File: config.mk
export PLATFORM = sky130hd
export DESIGN_NAME = match_timer
export DESIGN_NICKNAME = d
export VERILOG_FILES = /design/src/rtl/mt_pkg.sv /design/src/rtl/mt_prescaler.sv /design/src/rtl/mt_counter.sv /design/src/rtl/mt_postscaler.sv /design/src/rtl/match_timer.sv
export SDC_FILE = /design/constraint.sdc
export NUM_CORES = 1
export LEC_CHECK = 0
export ABC_CLOCK_PERIOD_IN_PS = 2200
export BUFFER_PORTS_ARGS = -buffer_cell sky130_fd_sc_hd__clkbuf_2
export CAP_MARGIN = 20
export CORE_ASPECT_RATIO = 1.25
export CORE_MARGIN = 2
export CORE_UTILIZATION = 56
export DETAILED_ROUTE_END_ITERATION = 7
export GPL_TIMING_DRIVEN = 0
export PLACE_DENSITY_LB_ADDON = 0.08
export SLEW_MARGIN = 40
export SYNTH_ARGS = -nofsm -noshare
export SYNTH_HDL_FRONTEND = slang
export SYNTH_SLANG_ARGS = --single-unit
File: constraint.sdc
create_clock -name clk -period 2.2 [get_ports clk]
set_input_delay 0.11 -clock clk [delete_from_list [all_inputs] [get_ports clk]]
set_output_delay 0.11 -clock clk [all_outputs]
set_load 0.03 [all_outputs]
File: src/rtl/mt_pkg.sv
package mt_pkg;
  localparam int CNT_W     = 8;
  localparam int POST_W    = 4;
  localparam int PRE_SEL_W = 2;
  localparam int PRE_STEP  = 2;  // log2 of the ratio step (x4)
  localparam int PRE_STEPS = 2;  // ratios 1, 4, 16
  localparam int ADDR_W    = 2;

  typedef enum logic [ADDR_W-1:0] {
    REG_CTRL   = 2'd0,
    REG_COUNT  = 2'd1,
    REG_PERIOD = 2'd2,
    REG_NONE   = 2'd3
  } reg_sel_e;

  typedef struct packed {
    logic                 rsvd;
    logic [POST_W-1:0]    post_sel;
    logic [PRE_SEL_W-1:0] pre_sel;
    logic                 run;
  } ctrl_t;
endpackage

File: src/rtl/mt_prescaler.sv
module mt_prescaler #(
  parameter int SEL_W = 2,
  parameter int STEP  = 2,
  parameter int STEPS = 2,
  localparam int CW   = STEP * STEPS
) (
  input  logic             clk,
  input  logic             rst_n,
  input  logic             clear,
  input  logic             run,
  input  logic             tick_en,
  input  logic [SEL_W-1:0] sel,
  output logic             pulse
);
  logic [CW-1:0] cnt_q;
  logic [CW-1:0] last;

  // ratio = 2^(STEP*min(sel,STEPS)); last = ratio-1
  always_comb begin
    last = '0;
    for (int k = 1; k <= STEPS; k++) begin
      if (int'(sel) >= k) last = CW'((1 << (STEP * k)) - 1);
    end
  end

  assign pulse = run && tick_en && !clear && (cnt_q == last);

  always_ff @(posedge clk) begin
    if (!rst_n)              cnt_q <= '0;
    else if (clear)          cnt_q <= '0;
    else if (run && tick_en) cnt_q <= (cnt_q == last) ? '0 : cnt_q + 1'b1;
  end


  pre_range_chk: assert property (@(posedge clk) disable iff (!rst_n)
    cnt_q <= last);

  pre_clear_chk: assert property (@(posedge clk) disable iff (!rst_n)
    clear |=> cnt_q == '0);
endmodule

File: src/rtl/mt_counter.sv
module mt_counter #(
  parameter int W = 8
) (
  input  logic         clk,
  input  logic         rst_n,
  input  logic         run,
  input  logic         step,
  input  logic         load,
  input  logic [W-1:0] load_val,
  input  logic [W-1:0] period,
  output logic [W-1:0] count,
  output logic         hit,
  output logic         match_q
);
  assign hit = step && (count == period);

  always_ff @(posedge clk) begin
    if (!rst_n) begin
      count   <= '0;
      match_q <= 1'b0;
    end else begin
      match_q <= hit;
      if (load)      count <= load_val;
      else if (step) count <= hit ? '0 : count + 1'b1;
    end
  end


  hold_chk: assert property (@(posedge clk) disable iff (!rst_n)
    (!run && !load) |=> $stable(count));

  wrap_chk: assert property (@(posedge clk) disable iff (!rst_n)
    match_q |-> count == '0);

  advance_chk: assert property (@(posedge clk) disable iff (!rst_n)
    (step && !hit && !load) |=> count == $past(count) + 1'b1);
endmodule

File: src/rtl/mt_postscaler.sv
module mt_postscaler #(
  parameter int W = 4
) (
  input  logic         clk,
  input  logic         rst_n,
  input  logic         clear,
  input  logic         hit,
  input  logic [W-1:0] sel,
  input  logic         flag_clr,
  output logic         flag
);
  logic [W-1:0] cnt_q;
  logic         set;

  assign set = hit && (cnt_q == sel);

  always_ff @(posedge clk) begin
    if (!rst_n) begin
      cnt_q <= '0;
      flag  <= 1'b0;
    end else begin
      if (clear)    cnt_q <= '0;
      else if (hit) cnt_q <= set ? '0 : cnt_q + 1'b1;
      if (set)           flag <= 1'b1;
      else if (flag_clr) flag <= 1'b0;
    end
  end


  post_range_chk: assert property (@(posedge clk) disable iff (!rst_n)
    cnt_q <= sel);

  flag_hold_chk: assert property (@(posedge clk) disable iff (!rst_n)
    (flag && !flag_clr) |=> flag);

  set_wins_chk: assert property (@(posedge clk) disable iff (!rst_n)
    (set && flag_clr) |=> flag);
endmodule

File: src/rtl/match_timer.sv
module match_timer
  import mt_pkg::*;
#(
  parameter int CW = mt_pkg::CNT_W,
  parameter int AW = mt_pkg::ADDR_W
) (
  input  logic          clk,
  input  logic          rst_n,
  input  logic          tick_en,
  input  logic          reg_we,
  input  logic [AW-1:0] reg_addr,
  input  logic [CW-1:0] reg_wdata,
  output logic [CW-1:0] reg_rdata,
  input  logic          irq_en,
  input  logic          flag_clr,
  output logic          match_o,
  output logic          flag_o,
  output logic          irq_o
);
  ctrl_t         ctrl_q;
  logic [CW-1:0] period_q;
  logic [CW-1:0] count;
  logic          wr_ctrl, wr_count, wr_period, clr_parts;
  logic          pre_pulse, hit;
  reg_sel_e      sel;

  assign sel       = reg_sel_e'(reg_addr);
  assign wr_ctrl   = reg_we && (sel == REG_CTRL);
  assign wr_count  = reg_we && (sel == REG_COUNT);
  assign wr_period = reg_we && (sel == REG_PERIOD);
  assign clr_parts = wr_ctrl || wr_count;

  always_ff @(posedge clk) begin
    if (!rst_n) begin
      ctrl_q   <= '0;
      period_q <= '1;
    end else begin
      if (wr_ctrl)   ctrl_q   <= ctrl_t'({1'b0, reg_wdata[6:0]});
      if (wr_period) period_q <= reg_wdata;
    end
  end

  always_comb begin
    case (sel)
      REG_CTRL:   reg_rdata = CW'(ctrl_q);
      REG_COUNT:  reg_rdata = count;
      REG_PERIOD: reg_rdata = period_q;
      default:    reg_rdata = '0;
    endcase
  end

  mt_prescaler #(
    .SEL_W(PRE_SEL_W), .STEP(PRE_STEP), .STEPS(PRE_STEPS)
  ) u_pre (
    .clk(clk), .rst_n(rst_n), .clear(clr_parts), .run(ctrl_q.run),
    .tick_en(tick_en), .sel(ctrl_q.pre_sel), .pulse(pre_pulse)
  );

  mt_counter #(.W(CW)) u_cnt (
    .clk(clk), .rst_n(rst_n), .run(ctrl_q.run), .step(pre_pulse),
    .load(wr_count), .load_val(reg_wdata), .period(period_q),
    .count(count), .hit(hit), .match_q(match_o)
  );

  mt_postscaler #(.W(POST_W)) u_post (
    .clk(clk), .rst_n(rst_n), .clear(clr_parts), .hit(hit),
    .sel(ctrl_q.post_sel), .flag_clr(flag_clr), .flag(flag_o)
  );

  assign irq_o = flag_o && irq_en;


  flag_rise_chk: assert property (@(posedge clk) disable iff (!rst_n)
    $rose(flag_o) |-> match_o);

  period_keep_chk: assert property (@(posedge clk) disable iff (!rst_n)
    (reg_we && sel != REG_PERIOD) |=> $stable(period_q));

  irq_mask_chk: assert property (@(posedge clk) disable iff (!rst_n)
    !irq_en |-> !irq_o);
endmodule

# Word-level counts from Yosys, hierarchy flattened
# Index checks and enable logic that the tools add are counted.
dict set report classes {
  add_sub_neg 3
  magnitude_cmp 2
  n_eq_ne 5
  n_mux 10
  bitwise_logic 1
  reduce_logical 15
}
# operator count
set op_table {}
lappend op_table {{8-bit two-way mux} 3}
lappend op_table {{8-bit one-hot mux with 3 select lines} 1}
lappend op_table {{4-bit two-way mux} 3}
lappend op_table {{1-bit logical AND} 9}
lappend op_table {{4-bit by 1-bit adder with 4-bit output (second input constant)} 2}
lappend op_table {{8-bit by 1-bit adder with 8-bit output (second input constant)} 1}
lappend op_table {{4-bit equality test} 2}
lappend op_table {{8-bit equality test} 1}
lappend op_table {{2-bit nonzero test} 2}
lappend op_table {{2-bit by 1-bit equality test with 1-bit output (second input constant)} 1}
lappend op_table {{2-bit equality test (second input constant)} 1}
lappend op_table {{2-bit by 1-bit >= comparator with 1-bit output (second input constant)} 1}
lappend op_table {{2-bit >= comparator (second input constant)} 1}
lappend op_table {{2-bit logical NOT} 1}
lappend op_table {{1-bit two-way mux} 2}
lappend op_table {{2-bit two-way mux} 1}
lappend op_table {{2-bit OR reduction} 1}
lappend op_table {{1-bit logical NOT} 1}
lappend op_table {{1-bit logical OR} 1}
lappend op_table {{1-bit NOT} 1}
dict set report totals {
  ff_bits 33
  inputBits 16
  out_inout_bits 11
}

# Longest topological paths before layout
# Gate-level depths: netlist (run 1).
dict set report logic_depth {
  ltp_word 10
  depth_mapped 7
  ltp_nobuf 6
}

# Hierarchy
# A second synthesis (run 1) with hierarchy kept.
dict set report hier_totals {
  cells_unflattened 233
  hier_area_um2 2103.3
}
# mod instances cells_per_inst area_per_inst_um2 seq_area_each_um2
set modules_own_cells {}
lappend modules_own_cells {match_timer 1 92 873.3 300.3}
lappend modules_own_cells {mt_counter 1 84 708.2 180.2}
lappend modules_own_cells {mt_postscaler 1 32 299.0 100.1}
lappend modules_own_cells {mt_prescaler 1 25 222.7 80.1}

# Worst setup path before layout (run 1)
# Ideal clock, no wire load.
dict set report synth_path {
  path_type {register to register}
  start {register u_pre.cnt_q[0]}
  end {register u_post.cnt_q[2]}
  setup_ps 121
  arrival_ps 1667
  required_time_ps 2079
  slack_ps 411
  path_stages_with_launch 6
  n_path_buf 0
  path_cell_list {dfxtp_1 > or3_4 > a21o_1 > a2111oi_4 > a21boi_1 > o22ai_1}
}
dict set report synth_between {
  elab_chain_cells 5
}
# item line
set synth_rtl {}
lappend synth_rtl {{start: declaration} mt_prescaler.sv:15} ;# logic [CW-1:0] cnt_q;
lappend synth_rtl {{start signal: assignment} mt_prescaler.sv:31} ;# else if (run && tick_en) cnt_q <= (cnt_q == last) ? '0 : cnt_q + 1'b1;
lappend synth_rtl {{4-bit equality test (*)} mt_prescaler.sv:26} ;# assign pulse = run && tick_en && !clear && (cnt_q == last);
lappend synth_rtl {{1-bit logical AND (*)} mt_prescaler.sv:26}
lappend synth_rtl {{1-bit logical AND (*)} mt_counter.sv:15} ;# assign hit = step && (count == period);
lappend synth_rtl {{1-bit logical AND} mt_postscaler.sv:15} ;# assign set = hit && (cnt_q == sel);
lappend synth_rtl {{4-bit two-way mux} mt_postscaler.sv:23} ;# else if (hit) cnt_q <= set ? '0 : cnt_q + 1'b1;
lappend synth_rtl {{end signal: assignment} mt_postscaler.sv:23}
lappend synth_rtl {{end: declaration} mt_postscaler.sv:12} ;# logic [W-1:0] cnt_q;
# Mark *: on every way between the ends. The rest lies on a longest branch, timed or not.
# A chain may end at the register's enable or synchronous reset.

# Final worst setup path (run 1)
# Ends and elaborated chain as after synthesis.

==> impl_metrics.env, run 1 <==
export IMPL_cts_root_cell="sky130_fd_sc_hd__clkbuf_8"
export IMPL_crit_required_ps=2380
export IMPL_nFillCells=312
export IMPL_place_detailed_instances=295
export IMPL_design_die_area_sq_um=3760
export IMPL_cells_resized_by_post_cts_repair=0
export IMPL_grt_pass1_wl_microns=7430
export IMPL_min_delay_path_class="in2reg"
export IMPL_number_of_different_library_cells_in_the_post_synthesis_netlist=37
export IMPL_post_synth_instance_area_sq_um=1840
export IMPL_yosysWarnings=0
export IMPL_maximum_number_of_pins_on_one_net_before_global_route_repair=11
export IMPL_post_cts_buffers=0
export IMPL_first_global_vias=1648
export IMPL_wl_per_cell_microns=14.8
export IMPL_synth_seq_cells=33
export IMPL_critical_path_cell_chain="or3_4 > a21o_1 > a2111oi_4 > a21boi_1 > o22ai_1"
export IMPL_most_common_layout_cells="46 x sky130_fd_sc_hd__nand2_1, 33 x sky130_fd_sc_hd__dfxtp_1, 25 x sky130_fd_sc_hd__clkbuf_2"
export IMPL_status="complete, no violations"
export IMPL_fin_cells=303
export IMPL_syn_instance_count=233
export IMPL_top_layer="met4"
export IMPL_maxCapViolations=0
export IMPL_unrepaired_setup_endpoints_after_global_routing="no"
export IMPL_met3_wirelength_microns=157
export IMPL_rows=23
export IMPL_cts_made_buffers=5
export IMPL_antenna_found_initial=0
export IMPL_layout_nets=284
export IMPL_synth_largest_type_area_fraction=0.359
export IMPL_io_pins=27
export IMPL_detailroute_wirelength_met2_microns=2300
export IMPL_endpoint_kind="flop"
export IMPL_final_weighted_congestion_of_routability_driven_global_placement=0.846
export IMPL_initial_cell_density_of_the_core=0.581
export IMPL_cts_htree_levels=2
export IMPL_detail_route_vias_per_cell=5.84
export IMPL_hold_buffers=0
export IMPL_clk_path_buf_depth=2
export IMPL_route_detailed_drc=0
export IMPL_layout_min_cycle_time_ps=1950
export IMPL_num_antenna_cells=0
export IMPL_synth_edf_count=0
export IMPL_synth_top_cells_by_area="sky130_fd_sc_hd__dfxtp_1 36%, sky130_fd_sc_hd__nand2_1 9.4%, sky130_fd_sc_hd__xnor2_1 6.2%"
export IMPL_drtAntennaViolNets=0
export IMPL_synth_nets=252
export IMPL_synthToLayoutAreaGrowth_pct=14.8
export IMPL_number_of_pins_exceeding_their_max_slew_limit_in_the_final_report=0
export IMPL_hpwl_after_detailed_placement_microns=3320
export IMPL_final_min_period_over_clock_period=0.887
export IMPL_insertion_delay_ps=280
export IMPL_setup_total_negative_slack_ps=0
export IMPL_power_density_over_cell_area_nw_per_um2=617
export IMPL_worst_max_slew_pin_slew_ps=631
export IMPL_synth_async_sr_flop_share=0
export IMPL_cellLeakagePower_nw=0.843
export IMPL_fmax_mhz=512
export IMPL_worst_setup_start_kind="flop"
export IMPL_cts_tree="done"
export IMPL_numClockSinks=33
export IMPL_synth_largest_area_cell="sky130_fd_sc_hd__dfxtp_1"
export IMPL_criticalPathCategory="reg2reg"
export IMPL_detail_route_wirelength_met1_microns=1990
export IMPL_finalSetupViolations=0
export IMPL_drt_first_iter_violations=79
export IMPL_drive_above_1_share=0.150
export IMPL_synth_avg_cell_area_sq_um=7.89
export IMPL_track_usage=0.253
export IMPL_critical_path_peak_fanout=8
export IMPL_report_final_hold_viol_count=0
export IMPL_synth_seq_area_share=0.359
export IMPL_max_stage_delay_ps=520
export IMPL_drt_pass1_iter_count=4
export IMPL_crit_path_top_delay_cell="sky130_fd_sc_hd__a2111oi_4"
export IMPL_floorplan_die_width_microns=55.3
export IMPL_worst_endpoint_arrival_ps=2130
export IMPL_maxSlewHeadroom=0.580
export IMPL_port_buffers=25
export IMPL_final_common_cell="sky130_fd_sc_hd__nand2_1"
export IMPL_coreArea_sq_um=3170
export IMPL_routed_wl_microns=4480
export IMPL_max_vdd_ir_drop_v=0.000512
export IMPL_clk_pin_slew_ps=70
export IMPL_total_via_count_after_detailed_routing=1769
export IMPL_worst_clock_skew_ps=6.54
export IMPL_synth_ff_type="sky130_fd_sc_hd__dfxtp_1"
export IMPL_chipHeight_microns=68.1
export IMPL_grt_overflow=0
## state kept, by name (all words and copies together) (netlist names)
signal         cells
period_q           8
u_cnt.count        8
u_post.cnt_q       4
u_post.flag        1
ctrl_q             7
u_pre.cnt_q        4
u_cnt.match_q      1
## logic make-up (layout without fill, tap and decap cells)
group,after synthesis,count (layout),synth area share
AO/OA/AOI/OAI,59,59,0.218
flip-flops,33,33,0.359
AND/OR/NAND/NOR,103,103,0.269
multiplexers,7,7,0.0381
buffers and inverters,14,47,0.0286
adder cells (fa/ha/maj),3,3,0.0204
XOR/XNOR,14,14,0.0667
## per-stage QoR
stage | instance area, sq um | hold WS, ps | power, mW | worst slack, ps | util
finish | 2110 | 57.2 | 1.30 | 248 | 0.667
global route | 2110 | 68.7 | 1.36 | 150 | 0.667
CTS | 2110 | 53.4 | 1.31 | 238 | 0.667
detailed placement | 2010 | 352 | 0.813 | 257 | 0.635
global placement | 2010 | 347 | 0.811 | 294 | 0.635
floorplan | 1840 | 234 | 0.757 | 411 | -
## final timing paths
path                                     start         endpoint  slack [ps]  cells past startpoint
worst max register to register  u_pre.cnt_q[0]  u_post.cnt_q[2]         250                      5
worst min-delay path              reg_wdata[7]      period_q[7]          60                      3
worst min register to register     u_post.flag      u_post.flag         490                      2
worst max-delay path            u_pre.cnt_q[0]  u_post.cnt_q[2]         250                      5
## routing by layer
metal	track usage	vias to the layer above
met5	0	-
met4	0.0823	0
met3	0.0510	4
met2	0.473	31
met1	0.290	844
li1	-	890
## final cells by class
cell class | instances | area (sq um) | area share
clock inverter | 1 | 5.00 | 0.00237
timing repair buffer | 25 | 125 | 0.0592
tap | 37 | 46.3 | 0.0219
inverter | 5 | 18.8 | 0.00889
clock buffer | 7 | 96.3 | 0.0456
sequential | 33 | 661 | 0.313
multi-input combinational | 186 | 1130 | 0.533
buffer | 9 | 33.8 | 0.0160
## critical path, delay by kind of cell, from the launching register on
kind               cells  cell delay (ps)
DFF                    1              370
and+or+nand+nor        1              420
AOI/OAI and AO/OA      4             1050
## synth_stat cells (all sizes together) (2+ instances only)
cell	n
nand2	46
dfxtp	33
o21ai	19
nand3	18
a21oi	17
xnor2	13
clkbuf	9
nor2	8
mux2i	7
or3	6
inv	5
nand2b	5
and3	4
nor3	4
a21o	3
a22oi	3
and2	3
ha	3
nand3b	3
nand4	3
a2111oi	2
a21boi	2
a221o	2
a32o	2
nor2b	2
o21bai	2
o22ai	2
## power breakdown
group / switching, mW / internal [mW]
Combinational: 0.104 / 0.0609
Clock: 0.221 / 0.283
Sequential: 0.0202 / 0.615
Total: 0.346 / 0.958
No activity file was read; power rests on OpenSTA's default activity.
==> run 2, diff against run 1 <==
Settings changed: CELL_PAD_IN_SITES_DETAIL_PLACEMENT from default to 0, CELL_PAD_IN_SITES_GLOBAL_PLACEMENT from default to 1, CORE_UTILIZATION 56 to 41, CTS_CLUSTER_SIZE from default to 28.
==> run 2 against run 1 <==
  * Clock power down 7.1%
  * Flip-flop and latch count unchanged
  * Non-clock buffer count unchanged
  * Register-to-register slack about the same
  * First-iteration DRC count up 18%
  * Largest power group unchanged
  * Cell count up 6.6%
==> impl_metrics.env, run 2 (synthesis gave the netlist of run 1 again) <==
export IMPL_report_final_hold_viol_count=0
export IMPL_coreArea_sq_um=4360
export IMPL_maximum_number_of_pins_on_one_net_before_global_route_repair=11
export IMPL_status="complete, no violations"
export IMPL_cts_htree_levels=2
export IMPL_cts_tree="done"
export IMPL_routed_wl_microns=4830
export IMPL_finalSetupViolations=0
export IMPL_r2r_end="u_post.cnt_q[2]"
export IMPL_final_weighted_congestion_of_routability_driven_global_placement=0.767
export IMPL_drive_above_1_share=0.143
export IMPL_worst_slack_ps=250
export IMPL_holdPathStages=3
export IMPL_hold_start="reg_wdata[7]"
export IMPL_fmax_mhz=513
export IMPL_track_usage=0.215
export IMPL_min_delay_path_class="in2reg"
export IMPL_chipHeight_microns=78.9
export IMPL_drt_first_iter_violations=93
export IMPL_fin_cells=323
export IMPL_initial_cell_density_of_the_core=0.422
export IMPL_regToRegSetupSlack_ps=250
export IMPL_nFillCells=476
export IMPL_worst_max_slew_pin_slew_ps=655
export IMPL_post_cts_buffers=0
export IMPL_maxSlewHeadroom=0.563
export IMPL_regToRegStartpoint="ctrl_q[2]"
export IMPL_total_via_count_after_detailed_routing=1744
export IMPL_critical_path_peak_fanout=8
export IMPL_most_common_layout_cells="46 x sky130_fd_sc_hd__nand2_1, 33 x sky130_fd_sc_hd__dfxtp_1, 25 x sky130_fd_sc_hd__clkbuf_2"
export IMPL_whs_endpoint="period_q[7]"
export IMPL_insertion_delay_ps=290
export IMPL_cts_root_cell="sky130_fd_sc_hd__clkbuf_8"
export IMPL_max_vdd_ir_drop_v=0.000357
export IMPL_setup_total_negative_slack_ps=0
export IMPL_cts_made_buffers=5
export IMPL_grt_overflow=0
export IMPL_number_of_pins_exceeding_their_max_slew_limit_in_the_final_report=0
export IMPL_power_density_over_cell_area_nw_per_um2=599
export IMPL_top_regs="period_q x8, u_cnt.count x8, ctrl_q x7"
export IMPL_worst_endpoint_arrival_ps=2130
export IMPL_unrepaired_setup_endpoints_after_global_routing="no"
export IMPL_design_die_area_sq_um=5040
export IMPL_rr_worst_depth=5
export IMPL_antenna_found_initial=0
export IMPL_grt_pass1_wl_microns=8430
export IMPL_maxCapViolations=0
export IMPL_first_global_vias=1710
export IMPL_clk_path_buf_depth=2
export IMPL_cellLeakagePower_nw=0.833
export IMPL_drt_pass1_iter_count=4
export IMPL_place_detailed_instances=316
export IMPL_numClockSinks=33
export IMPL_route_detailed_drc=0
export IMPL_layout_nets=284
export IMPL_criticalPathCategory="reg2reg"
export IMPL_detailedPlace_worstSlack_ps=161
export IMPL_cells_resized_by_post_cts_repair=0
export IMPL_hold_buffers=0
export IMPL_layout_min_cycle_time_ps=1950
export IMPL_regArea_sq_um=661
export IMPL_worst_clock_skew_ps=3.24
export IMPL_clk_pin_slew_ps=70
export IMPL_drtAntennaViolNets=0
export IMPL_crit_required_ps=2380
export IMPL_wl_per_cell_microns=14.9
export IMPL_detail_route_vias_per_cell=5.40
export IMPL_fin_total_pwr_mw=1.27
export IMPL_port_buffers=25
export IMPL_final_min_period_over_clock_period=0.887
export IMPL_multi_input_area_sq_um=1130
export IMPL_hpwl_after_detailed_placement_microns=3580
export IMPL_num_antenna_cells=0
export IMPL_synthToLayoutAreaGrowth_pct=15.4
export IMPL_final_common_cell="sky130_fd_sc_hd__nand2_1"
export IMPL_worst_setup_start_kind="flop"
export IMPL_rows=27
export IMPL_endpoint_kind="flop"
export IMPL_floorplan_die_width_microns=63.9
export IMPL_io_pins=27
==> run 2: where the power goes <==
| part | total [mW] | switching, mW | internal, mW | leakage [nW] |
|---|---|---|---|---|
| registers | 0.635 | 0.0205 | 0.615 | 0.268 |
| clock network | 0.468 | 0.220 | 0.248 | 0.0443 |
| logic | 0.168 | 0.107 | 0.0609 | 0.521 |
| total | 1.27 | 0.347 | 0.924 | 0.833 |
==> run 2: layer usage <==
metal,share of wire,global-route usage
met3,0.024,0.0482
met1,0.48,0.279
met5,0,0
met2,0.49,0.356
met4,0.012,0.0587
==> run 2: metrics by stage <==
stage	instance area, sq um	utilization	hold slack [ps]
global placement	2040	0.467	344
CTS	2120	0.487	54.6
detailed placement	2040	0.467	353
global route	2120	0.487	69.6
finish	2120	0.487	51.6
floorplan	1840	-	234
==> run 2: worst max-delay path by stage <==
stage / startpoint / slack (ps) / end
after floorplan: u_pre.cnt_q[0] / 410 / u_post.cnt_q[2]
after detailed placement: reg_addr[1] / 160 / period_q[0]
final: ctrl_q[2] / 250 / u_post.cnt_q[2]
after global placement: reg_addr[1] / 140 / period_q[0]
after global routing: u_pre.cnt_q[0] / 100 / u_post.cnt_q[2]
after CTS: u_pre.cnt_q[0] / 250 / u_post.cnt_q[2]
==> run 2: final cells by class <==
cell class                      instances  area share
Clock buffer                            7      0.0407
Timing Repair Buffer                   25      0.0589
Multi-Input combinational cell        186       0.530
Sequential cell                        33       0.311
Tap cell                               58      0.0342
Buffer                                  9      0.0159
Inverter                                5     0.00884
==> run 2: critical path, stage by stage, from the launching register on <==
cell and delay [ps]:
sky130_fd_sc_hd__dfxtp_1 360, sky130_fd_sc_hd__or3_4 420, sky130_fd_sc_hd__a21o_1 200, sky130_fd_sc_hd__a2111oi_4 530, sky130_fd_sc_hd__a21boi_1 220, sky130_fd_sc_hd__o22ai_1 100
